[src/rtl/fdiv_pkg.sv]
package fdiv_pkg;
  typedef enum logic [1:0] {
    ST_IDLE = 2'd0,
    ST_RUN  = 2'd1,
    ST_FIX  = 2'd2,
    ST_DONE = 2'd3
  } fdiv_state_e;

  function automatic int max_i(input int x, input int y);
    return (x > y) ? x : y;
  endfunction

  function automatic int min_i(input int x, input int y);
    return (x < y) ? x : y;
  endfunction
endpackage

[src/rtl/fdiv_operand_prep.sv]
module fdiv_operand_prep #(
  parameter int A_W = 8,
  parameter int B_W = 8,
  parameter int RW  = 8
) (
  input  logic [A_W-1:0] a,
  input  logic [B_W-1:0] b,
  input  logic           a_signed,
  input  logic           b_signed,
  output logic           sn,
  output logic           a_neg,
  output logic           b_neg,
  output logic [RW-1:0]  a_mag,
  output logic [RW-1:0]  b_mag,
  output logic [RW-1:0]  b_ext,
  output logic           dz
);
  logic [RW-1:0] a_ext;

  always_comb begin
    sn    = a_signed & b_signed;
    a_ext = sn ? RW'($signed(a)) : RW'(a);
    b_ext = sn ? RW'($signed(b)) : RW'(b);
    a_neg = sn & a[A_W-1];
    b_neg = sn & b[B_W-1];
    a_mag = a_neg ? (~a_ext + RW'(1)) : a_ext;
    b_mag = b_neg ? (~b_ext + RW'(1)) : b_ext;
    dz    = (b == '0);
  end
endmodule

[src/rtl/fdiv_restoring_core.sv]
module fdiv_restoring_core #(
  parameter int RW = 8
) (
  input  logic          clk,
  input  logic          rst_n,
  input  logic          load,
  input  logic          step,
  input  logic [RW-1:0] dividend,
  input  logic [RW-1:0] divisor,
  output logic [RW-1:0] quo,
  output logic [RW-1:0] rem
);
  logic [RW-1:0] dvs_q;
  logic [RW:0]   shifted;
  logic [RW:0]   diff;

  always_comb begin
    shifted = {rem, quo[RW-1]};
    diff    = shifted - {1'b0, dvs_q};
  end

  always_ff @(posedge clk) begin
    if (!rst_n) begin
      quo   <= '0;
      rem   <= '0;
      dvs_q <= '0;
    end else if (load) begin
      quo   <= dividend;
      rem   <= '0;
      dvs_q <= divisor;
    end else if (step) begin
      if (!diff[RW]) begin
        rem <= diff[RW-1:0];
        quo <= {quo[RW-2:0], 1'b1};
      end else begin
        rem <= shifted[RW-1:0];
        quo <= {quo[RW-2:0], 1'b0};
      end
    end
  end

  // partial remainder stays below a nonzero divisor after every step
  AST_REM_BOUND: assert property (@(posedge clk) disable iff (!rst_n)
    (step && !load && dvs_q != '0) |=> (rem < dvs_q)) else $error("rem bound");
endmodule

[src/rtl/fdiv_sign_fix.sv]
module fdiv_sign_fix #(
  parameter int A_W = 8,
  parameter int B_W = 8,
  parameter int RW  = 8
) (
  input  logic [RW-1:0]  qu,
  input  logic [RW-1:0]  ru,
  input  logic           sn,
  input  logic           a_neg,
  input  logic           b_neg,
  input  logic           floor_md,
  input  logic           dz,
  input  logic [A_W-1:0] a_raw,
  input  logic [RW-1:0]  b_ext,
  output logic [RW-1:0]  q,
  output logic [RW-1:0]  r
);
  localparam int MINW = fdiv_pkg::min_i(A_W, B_W);

  logic [MINW-1:0] a_low;
  logic [RW-1:0]   q_tr, r_tr, qu_p1;
  logic            adjust;

  always_comb begin
    a_low  = a_raw[MINW-1:0];
    qu_p1  = qu + RW'(1);
    q_tr   = (a_neg ^ b_neg) ? (~qu + RW'(1)) : qu;
    r_tr   = a_neg ? (~ru + RW'(1)) : ru;
    adjust = floor_md & sn & (a_neg ^ b_neg) & (ru != '0);
    if (dz) begin
      if (sn) q = a_neg ? RW'(1) : '1;
      else    q = RW'({A_W{1'b1}});
      r = sn ? RW'($signed(a_low)) : RW'(a_low);
    end else if (adjust) begin
      q = ~qu_p1 + RW'(1);
      r = r_tr + b_ext;
    end else begin
      q = q_tr;
      r = r_tr;
    end
  end
endmodule

[src/rtl/floor_trunc_divider.sv]
module floor_trunc_divider #(
  parameter int A_W = 8,
  parameter int B_W = 8,
  localparam int RW = fdiv_pkg::max_i(A_W, B_W)
) (
  input  logic           clk,
  input  logic           rst_n,
  input  logic           in_valid,
  output logic           in_ready,
  input  logic [A_W-1:0] in_dividend,
  input  logic [B_W-1:0] in_divisor,
  input  logic           in_a_signed,
  input  logic           in_b_signed,
  input  logic           in_floor,
  output logic           out_valid,
  input  logic           out_ready,
  output logic [RW-1:0]  out_quotient,
  output logic [RW-1:0]  out_remainder,
  output logic           out_div_zero
);
  import fdiv_pkg::*;

  localparam int IW = $clog2(RW) + 1;

  fdiv_state_e   state;
  logic [IW-1:0] iter;
  logic          accept;

  logic          p_sn, p_aneg, p_bneg, p_dz;
  logic [RW-1:0] p_amag, p_bmag, p_bext;

  logic          sn_q, aneg_q, bneg_q, floor_q, dz_q;
  logic [A_W-1:0] araw_q;
  logic [RW-1:0] bext_q;
  logic [RW-1:0] core_q, core_r, fix_q, fix_r;

  assign in_ready = (state == ST_IDLE);
  assign accept   = in_valid & in_ready;

  fdiv_operand_prep #(.A_W(A_W), .B_W(B_W), .RW(RW)) prep_i (
    .a(in_dividend), .b(in_divisor), .a_signed(in_a_signed), .b_signed(in_b_signed),
    .sn(p_sn), .a_neg(p_aneg), .b_neg(p_bneg), .a_mag(p_amag), .b_mag(p_bmag),
    .b_ext(p_bext), .dz(p_dz)
  );

  fdiv_restoring_core #(.RW(RW)) core_i (
    .clk(clk), .rst_n(rst_n), .load(accept), .step(state == ST_RUN),
    .dividend(p_amag), .divisor(p_bmag), .quo(core_q), .rem(core_r)
  );

  fdiv_sign_fix #(.A_W(A_W), .B_W(B_W), .RW(RW)) fix_i (
    .qu(core_q), .ru(core_r), .sn(sn_q), .a_neg(aneg_q), .b_neg(bneg_q),
    .floor_md(floor_q), .dz(dz_q), .a_raw(araw_q), .b_ext(bext_q),
    .q(fix_q), .r(fix_r)
  );

  always_ff @(posedge clk) begin
    if (!rst_n) begin
      state         <= ST_IDLE;
      iter          <= '0;
      sn_q          <= 1'b0;
      aneg_q        <= 1'b0;
      bneg_q        <= 1'b0;
      floor_q       <= 1'b0;
      dz_q          <= 1'b0;
      araw_q        <= '0;
      bext_q        <= '0;
      out_valid     <= 1'b0;
      out_quotient  <= '0;
      out_remainder <= '0;
      out_div_zero  <= 1'b0;
    end else begin
      case (state)
        ST_IDLE: if (accept) begin
          state   <= ST_RUN;
          iter    <= '0;
          sn_q    <= p_sn;
          aneg_q  <= p_aneg;
          bneg_q  <= p_bneg;
          floor_q <= in_floor;
          dz_q    <= p_dz;
          araw_q  <= in_dividend;
          bext_q  <= p_bext;
        end
        ST_RUN: begin
          iter <= iter + IW'(1);
          if (iter == IW'(RW - 1)) state <= ST_FIX;
        end
        ST_FIX: begin
          state         <= ST_DONE;
          out_valid     <= 1'b1;
          out_quotient  <= fix_q;
          out_remainder <= fix_r;
          out_div_zero  <= dz_q;
        end
        default: if (out_ready) begin
          state        <= ST_IDLE;
          out_valid    <= 1'b0;
          out_div_zero <= 1'b0;
        end
      endcase
    end
  end

  // latency window counter used only by the checks below
  logic [IW:0] lat_cnt;
  always_ff @(posedge clk) begin
    if (!rst_n)                                    lat_cnt <= '0;
    else if (accept)                               lat_cnt <= '0;
    else if (state == ST_RUN || state == ST_FIX)   lat_cnt <= lat_cnt + (IW+1)'(1);
  end

  AST_READY_EXCL: assert property (@(posedge clk) disable iff (!rst_n)
    !(in_ready && out_valid)) else $error("ready and valid together");
  AST_LATENCY: assert property (@(posedge clk) disable iff (!rst_n)
    $rose(out_valid) |-> (lat_cnt == (IW+1)'(RW + 1))) else $error("latency");
  AST_HOLD: assert property (@(posedge clk) disable iff (!rst_n)
    (out_valid && !out_ready) |=> (out_valid && $stable(out_quotient) &&
      $stable(out_remainder) && $stable(out_div_zero))) else $error("hold");
  AST_RELEASE: assert property (@(posedge clk) disable iff (!rst_n)
    (out_valid && out_ready) |=> (in_ready && !out_valid)) else $error("release");
  AST_DZ_WITH_VALID: assert property (@(posedge clk) disable iff (!rst_n)
    out_div_zero |-> out_valid) else $error("flag without result");
endmodule

[config.mk]
export PLATFORM = sky130hd
export DESIGN_NAME = floor_trunc_divider
export DESIGN_NICKNAME = d
export VERILOG_FILES = /design/src/rtl/fdiv_pkg.sv /design/src/rtl/fdiv_operand_prep.sv /design/src/rtl/fdiv_restoring_core.sv /design/src/rtl/fdiv_sign_fix.sv /design/src/rtl/floor_trunc_divider.sv
export SDC_FILE = /design/constraint.sdc
export NUM_CORES = 1
export LEC_CHECK = 0
export ABC_AREA = 1
export BUFFER_PORTS_ARGS = -buffer_cell sky130_fd_sc_hd__buf_2
export CORE_MARGIN = 2
export CORE_UTILIZATION = 30
export CTS_CLUSTER_DIAMETER = 150
export DETAILED_ROUTE_END_ITERATION = 6
export HOLD_SLACK_MARGIN = 0.05
export PLACE_DENSITY = 0.56
export SYNTH_ARGS = -nofsm -noshare
export SYNTH_HDL_FRONTEND = slang
export SYNTH_HIERARCHICAL = 1
export SYNTH_SLANG_ARGS = --single-unit
[constraint.sdc]
create_clock -name clk -period 2.85 [get_ports clk]
set_clock_uncertainty 0.05 [all_clocks]
set_input_delay 0.57 -clock clk [delete_from_list [all_inputs] [get_ports clk]]
set_output_delay 0.57 -clock clk [all_outputs]
set_load 0.05 [all_outputs]
Word-level counts from Yosys, hierarchy flattened --
Index checks and enable logic that the tools add are counted.
Storage, ports and cells: input bits 23, register bits 69, word-level logic and storage cells 81
Operators by class: equality and inequality tests 5, bitwise logic cells 15, add/sub/neg operators 9, muxes and demuxes 23, reduce and logical (&&, ||, !) cells 13
Operators by type and width (count):
- $mux 8 | 13
- $add 8x1->8 const B | 6
- $not 8->8 | 5
- $sub 9x8->9 | 1
- $add 8x8->8 | 1
- $logic_not 8->1 | 1
- $pmux 4 s2 | 1
- $reduce_bool 8->1 | 1
- $and 1x1->1 | 7
- $mux 2 | 3
- $pmux 2 s3 | 1
- $reduce_and 2->1 | 3
- $reduce_bool 2->1 | 3
- $add 4x1->4 const B | 1
- $eq 4x3->1 const B | 1
- $mux 4 | 1
- $pmux 1 s2 | 2
- $reduce_bool 4->1 | 1
- $reduce_or 2->1 | 2
- $reduce_and 3->1 | 1
- $eq 2x1->1 const B | 1
- $eq 2x2->1 const B | 1
- $logic_not 2->1 | 1
- $mux 1 | 2
- 4 further kinds | 5

Logic depth before layout (Yosys ltp) --
word-level depth 6, gate-level depth with buffers 20, mapped depth without buffers 20

By module --
The synthesis kept the hierarchy.
By module, submodules not included:
- floor_trunc_divider | sequential area each 900.9 um2, area an instance 1722.9 um2, instances 1, cells an instance 221
- fdiv_restoring_core | sequential area each 480.5 um2, area an instance 1510.2 um2, instances 1, cells an instance 217
- fdiv_sign_fix | sequential area each 0.0 um2, area an instance 1397.6 um2, instances 1, cells an instance 240
- fdiv_operand_prep | sequential area each 0.0 um2, area an instance 489.2 um2, instances 1, cells an instance 89

Worst setup path after synthesis --
No wires, ideal clock.
path kind register -> register, start point register core_i.rem[0], end point register out_remainder[7], arrival time 2280 ps, setup time 116 ps, buffers on the path 0, period minus slack after synthesis 2446 ps, stages on the path, launching flop included 20, setup slack 404 ps, required time 2684 ps, path through dfxtp_1 -> inv_1 -> ha_1 -> nand2_2 -> nor2_4 -> nand2_1 -> nand2_1 -> xnor2_1 -> ha_1 -> a21oi_1 -> a21boi_0 -> nand2_1 -> nand2_1 -> nand3_1 -> inv_1 -> nand2_1 -> nand3_1 -> nand2_1 -> nor2_1 -> nor2_1
On the way: word-level cells in the longest chain between the ends 6
RTL lines:
- start: declaration | line fdiv_restoring_core.sv:11 | output logic [RW-1:0] rem
- start signal: assignment | line fdiv_restoring_core.sv:33 | rem <= diff[RW-1:0];
- start signal: assignment | line fdiv_restoring_core.sv:36 | rem <= shifted[RW-1:0];
- $not 8->8 | line fdiv_sign_fix.sv:28 | r_tr = a_neg ? (~ru + RW'(1)) : ru;
- $add 8x1->8 | line fdiv_sign_fix.sv:28
- $mux 8 | line fdiv_sign_fix.sv:28
- $add 8x8->8 | line fdiv_sign_fix.sv:36 | r = r_tr + b_ext;
- $mux 8 (*) | line fdiv_sign_fix.sv:34 | end else if (adjust) begin
- $mux 8 (*) | line fdiv_sign_fix.sv:30 | if (dz) begin
- net fix_r[7] | line floor_trunc_divider.sv:35 | logic [RW-1:0] core_q, core_r, fix_q, fix_r;
- end signal: assignment | line floor_trunc_divider.sv:93 | out_remainder <= fix_r;
- end: declaration | line floor_trunc_divider.sv:18 | output logic [RW-1:0] out_remainder,
The timed path passes the listed nets; every way through them passes the cells marked *. A chain may end at the register's enable or synchronous reset.

Final worst setup path --
start point register core_i.rem[1], end point register out_remainder[7]
The elaborated chain is that of the path after synthesis.

==> metrics.md <==
| Metric | Value |
|---|---|
| CTS Hold Bufs | `0` |
| Post-CTS Setup Bufs | `0` |
| Post-route minimum period | `2570 ps` |
| H-tree levels | `3` |
| PwrDens | `1030 mW/mm2` |
| Post-synth top flop | `dfxtp_1` |
| Die height | `135 um` |
| Status | `complete, no violations` |
| Final HPWL DP | `10.0 mm` |
| Crit path from | `core_i/rem[1]$_SDFFE_PP0P_` |
| I/O pin total | `42` |
| Final cycle utilization of the critical path | `90.0%` |
| PortBufs | `41` |
| Peak supply drop | `0.000362 V` |
| TritonCTS clock tree | `yes` |
| CP Class | `reg2reg` |
| Total power | `5.94 mW` |
| R2R Path Start | `core_i/rem[1]$_SDFFE_PP0P_` |
| DRC | `0` |
| Crit path to | `out_remainder[7]$_SDFFE_PN0P_` |
| RePlAce Congestion | `0.866` |
| Rel. slew slack | `63.3%` |
| Crit-path max FO | `5` |
| Max Cap Viol | `0` |
| Leakage power | `2.75 nW` |
| Worst-Margin Slew | `550 ps` |
| HP Class | `reg2reg` |
| Gr usage total | `15.3%` |
| Congestion Overflow GR | `0` |
| Multi-input gate area | `0.00316 mm2` |
| Vias | `4,721` |
| Setup-failing EPs final | `0` |
| Die area | `0.0181 mm2` |
| Fin nets | `850` |
| Skew-Pair Late Insertion Delay | `350 ps` |
| Ant. Diodes | `0` |
| Distinct cells, synth | `50` |
| PostCTS Resize Cnt | `0` |
| Syn Area/Cell | `6.68 um2` |
| Initial antenna violation count | `0` |
| Root buf cell | `clkbuf_16` |
| Worst-case clock buffer depth | `2` |
| Register area share after synthesis | `27.0%` |
| RSZ-0062 raised after global routing | `no` |
| Clk slew on worst S/H paths | `60 ps` |
| Max Freq | `0.390 GHz` |
| Starting density of the core | `30.8%` |
| Routed Antenna Nets | `0` |
| Reg2Reg Depth | `19` |
| R2R setup slack | `280 ps` |
| Area grow syn2layout | `12.5%` |
| Worst EP required | `3040 ps` |
| Vias in the first global route | `4,449` |
| Synthesized Nets | `819` |
| Pre-antenna DRT Iters | `5` |
| Via density | `4.61` |
| CTS Buf Count | `9` |
| Max-slew violations | `0` |
| RR Endpoint | `out_remainder[7]$_SDFFE_PN0P_` |
| Core ar. | `0.0166 mm2` |
| Filler instances | `1,794` |
| Hold Violations, Final | `0` |
| EDFF count, synth | `0` |
| Layout cell share with drive strength beyond 1 | `15.4%` |
| Yosys warning count | `6` |
| DR iter-0 viols | `198` |
| Gate Count Post-Synth | `767` |
| Largest net degree at the start of global routing | `34` |
| Setup_tns | `0 ps` |
| Area of the mapped netlist | `0.00512 mm2` |
| DR WL/cell | `12.8 um` |
| Startpoint types | `register` |
| Seq cells post-synth | `69` |
| Die X | `135 um` |
| First-pass GRT wire length | `22.0 mm` |
| FFs w/ async S/R, synth | `0%` |
| Num Clock Sinks | `69` |
| Worst setup EP type | `register` |
| FF/Latch Area | `0.00138 mm2` |
| Routed wire length | `13.1 mm` |
| Num rows | `47` |
| Arr. time, crit path | `2760 ps` |
## synthesized netlist by cell type (5+ instances only)
master    number  area (um2)
a21oi_1       32         160
a21oi_2        5        43.8
a22oi_1        5        37.5
buf_4         12        90.1
buf_6          6        67.6
clkbuf_1       6        22.5
dfxtp_1       69        1380
ha_1          27         338
inv_1         83         312
inv_2          5        18.8
nand2_1      168         631
nand2_2       16         100
nand2_4        6        67.6
nand3_1       46         230
nand3b_1      12        90.1
nand4_1        5        31.3
nor2_1       121         454
o21ai_0       57         285
o21ai_1        9        45.0
xnor2_1        9        78.8
xor2_1        20         175
## flip-flops by register name (all words and copies together) (netlist names)
register,cells
core_i/rem,8
araw_q,8
iter,4
sn_q,1
out_div_zero,1
state,2
dz_q,1
out_valid,1
out_quotient,8
bneg_q,1
aneg_q,1
floor_q,1
bext_q,8
core_i/dvs_q,8
core_i/quo,8
out_remainder,8
## how the worst min path moves through the flow
stage	start	end	slack, ps	cells past startpoint
floorplan	core_i/dvs_q[7]$_SDFFE_PN0P_	core_i/dvs_q[7]$_SDFFE_PN0P_	380	2
global placement	core_i/dvs_q[6]$_SDFFE_PN0P_	core_i/dvs_q[6]$_SDFFE_PN0P_	400	2
detailed placement	core_i/dvs_q[6]$_SDFFE_PN0P_	core_i/dvs_q[6]$_SDFFE_PN0P_	420	2
CTS	core_i/dvs_q[6]$_SDFFE_PN0P_	core_i/dvs_q[6]$_SDFFE_PN0P_	420	2
global route	core_i/dvs_q[2]$_SDFFE_PN0P_	core_i/dvs_q[2]$_SDFFE_PN0P_	450	2
finish	core_i/dvs_q[6]$_SDFFE_PN0P_	core_i/dvs_q[6]$_SDFFE_PN0P_	420	2
## per-layer routing
metal | up-vias | share of wire [%] | routed length [um] | GRT usage (%)
met1 | 2127 | 48 | 6270 | 19.8
met3 | 15 | 3.7 | 481 | 2.82
met5 | - | 0 | 0 | 0
met4 | 0 | 2.2 | 282 | 6.84
li1 | 2507 | - | - | -
met2 | 72 | 46 | 6020 | 24.7
## worst max-delay path: stages (launching register included)
cell and delay, ps:
dfxtp_1 380, inv_1 70, ha_1 210, nand2_2 110, nor2_4 50, nand2_1 70, nand2_1 70, xnor2_2 170
ha_1 340, a21oi_1 150, a21boi_1 200, nand2_1 70, nand2_1 60, nand3_1 80, inv_1 70, nand2_1 40
nand3_1 60, nand2_1 60, nor2_1 100, nor2_1 50
## final cells by class
| type | count | share of cell area, % |
|---|---|---|
| clock buffer | 12 | 4.28 |
| sequential | 69 | 24.0 |
| timing repair buffer | 53 | 5.13 |
| inverter | 91 | 6.06 |
| tap | 220 | 4.78 |
| clock inverter | 4 | 0.826 |
| multi-input combinational | 574 | 54.9 |
## per-stage QoR
| step | worst slack (ps) | utilization (%) | cells | hold slack (ps) | instance area (um2) |
|---|---|---|---|---|---|
| floorplan | 404 | - | 767 | 383 | 5120 |
| global placement | 217 | 32.8 | 1007 | 403 | 5460 |
| detailed placement | 187 | 32.8 | 1007 | 415 | 5460 |
| CTS | 175 | 34.6 | 1023 | 423 | 5750 |
| global route | 49.3 | 34.6 | 1023 | 448 | 5760 |
| finish | 284 | 34.6 | 1023 | 419 | 5760 |
## logic make-up (layout without fill, tap and decap cells)
family                     Yosys count  in the layout  share of synthesized area (%)
and+or+nand+nor                    394            394                           35.3
buffers and inverters              124            160                           11.4
AOI/OAI and AO/OA                  122            122                           14.0
xor gates and xnor gates            29             29                           4.96
adders and majority gates           29             29                           7.38
DFF                                 69             69                           27.0
## placed cells by master, fill, tap and decap left out, types with 3 or more instances in the layout
cell type,instances
nor2_1,121
nand3_1,46
nand4_1,5
o21ai_0,57
nand3b_1,12
nor3_1,3
o21ai_1,9
a22oi_1,5
nand3_2,3
o211ai_2,3
nand2_4,6
ha_1,27
a21oi_2,5
nand2_1,168
xor2_1,20
buf_2,41
inv_1,83
a21oi_1,32
buf_4,12
nor2_2,3
clkbuf_16,9
xnor2_1,8
inv_2,5
dfxtp_1,69
nand2_2,16
## power by group
part           leakage [nW]  switching (mW)  total (mW)  internal, mW
registers             0.566           0.245        1.47          1.23
logic                  2.04            2.23        3.35          1.12
clock network         0.143           0.422        1.12         0.698
Note: power is estimated with default switching activity, not from simulation.
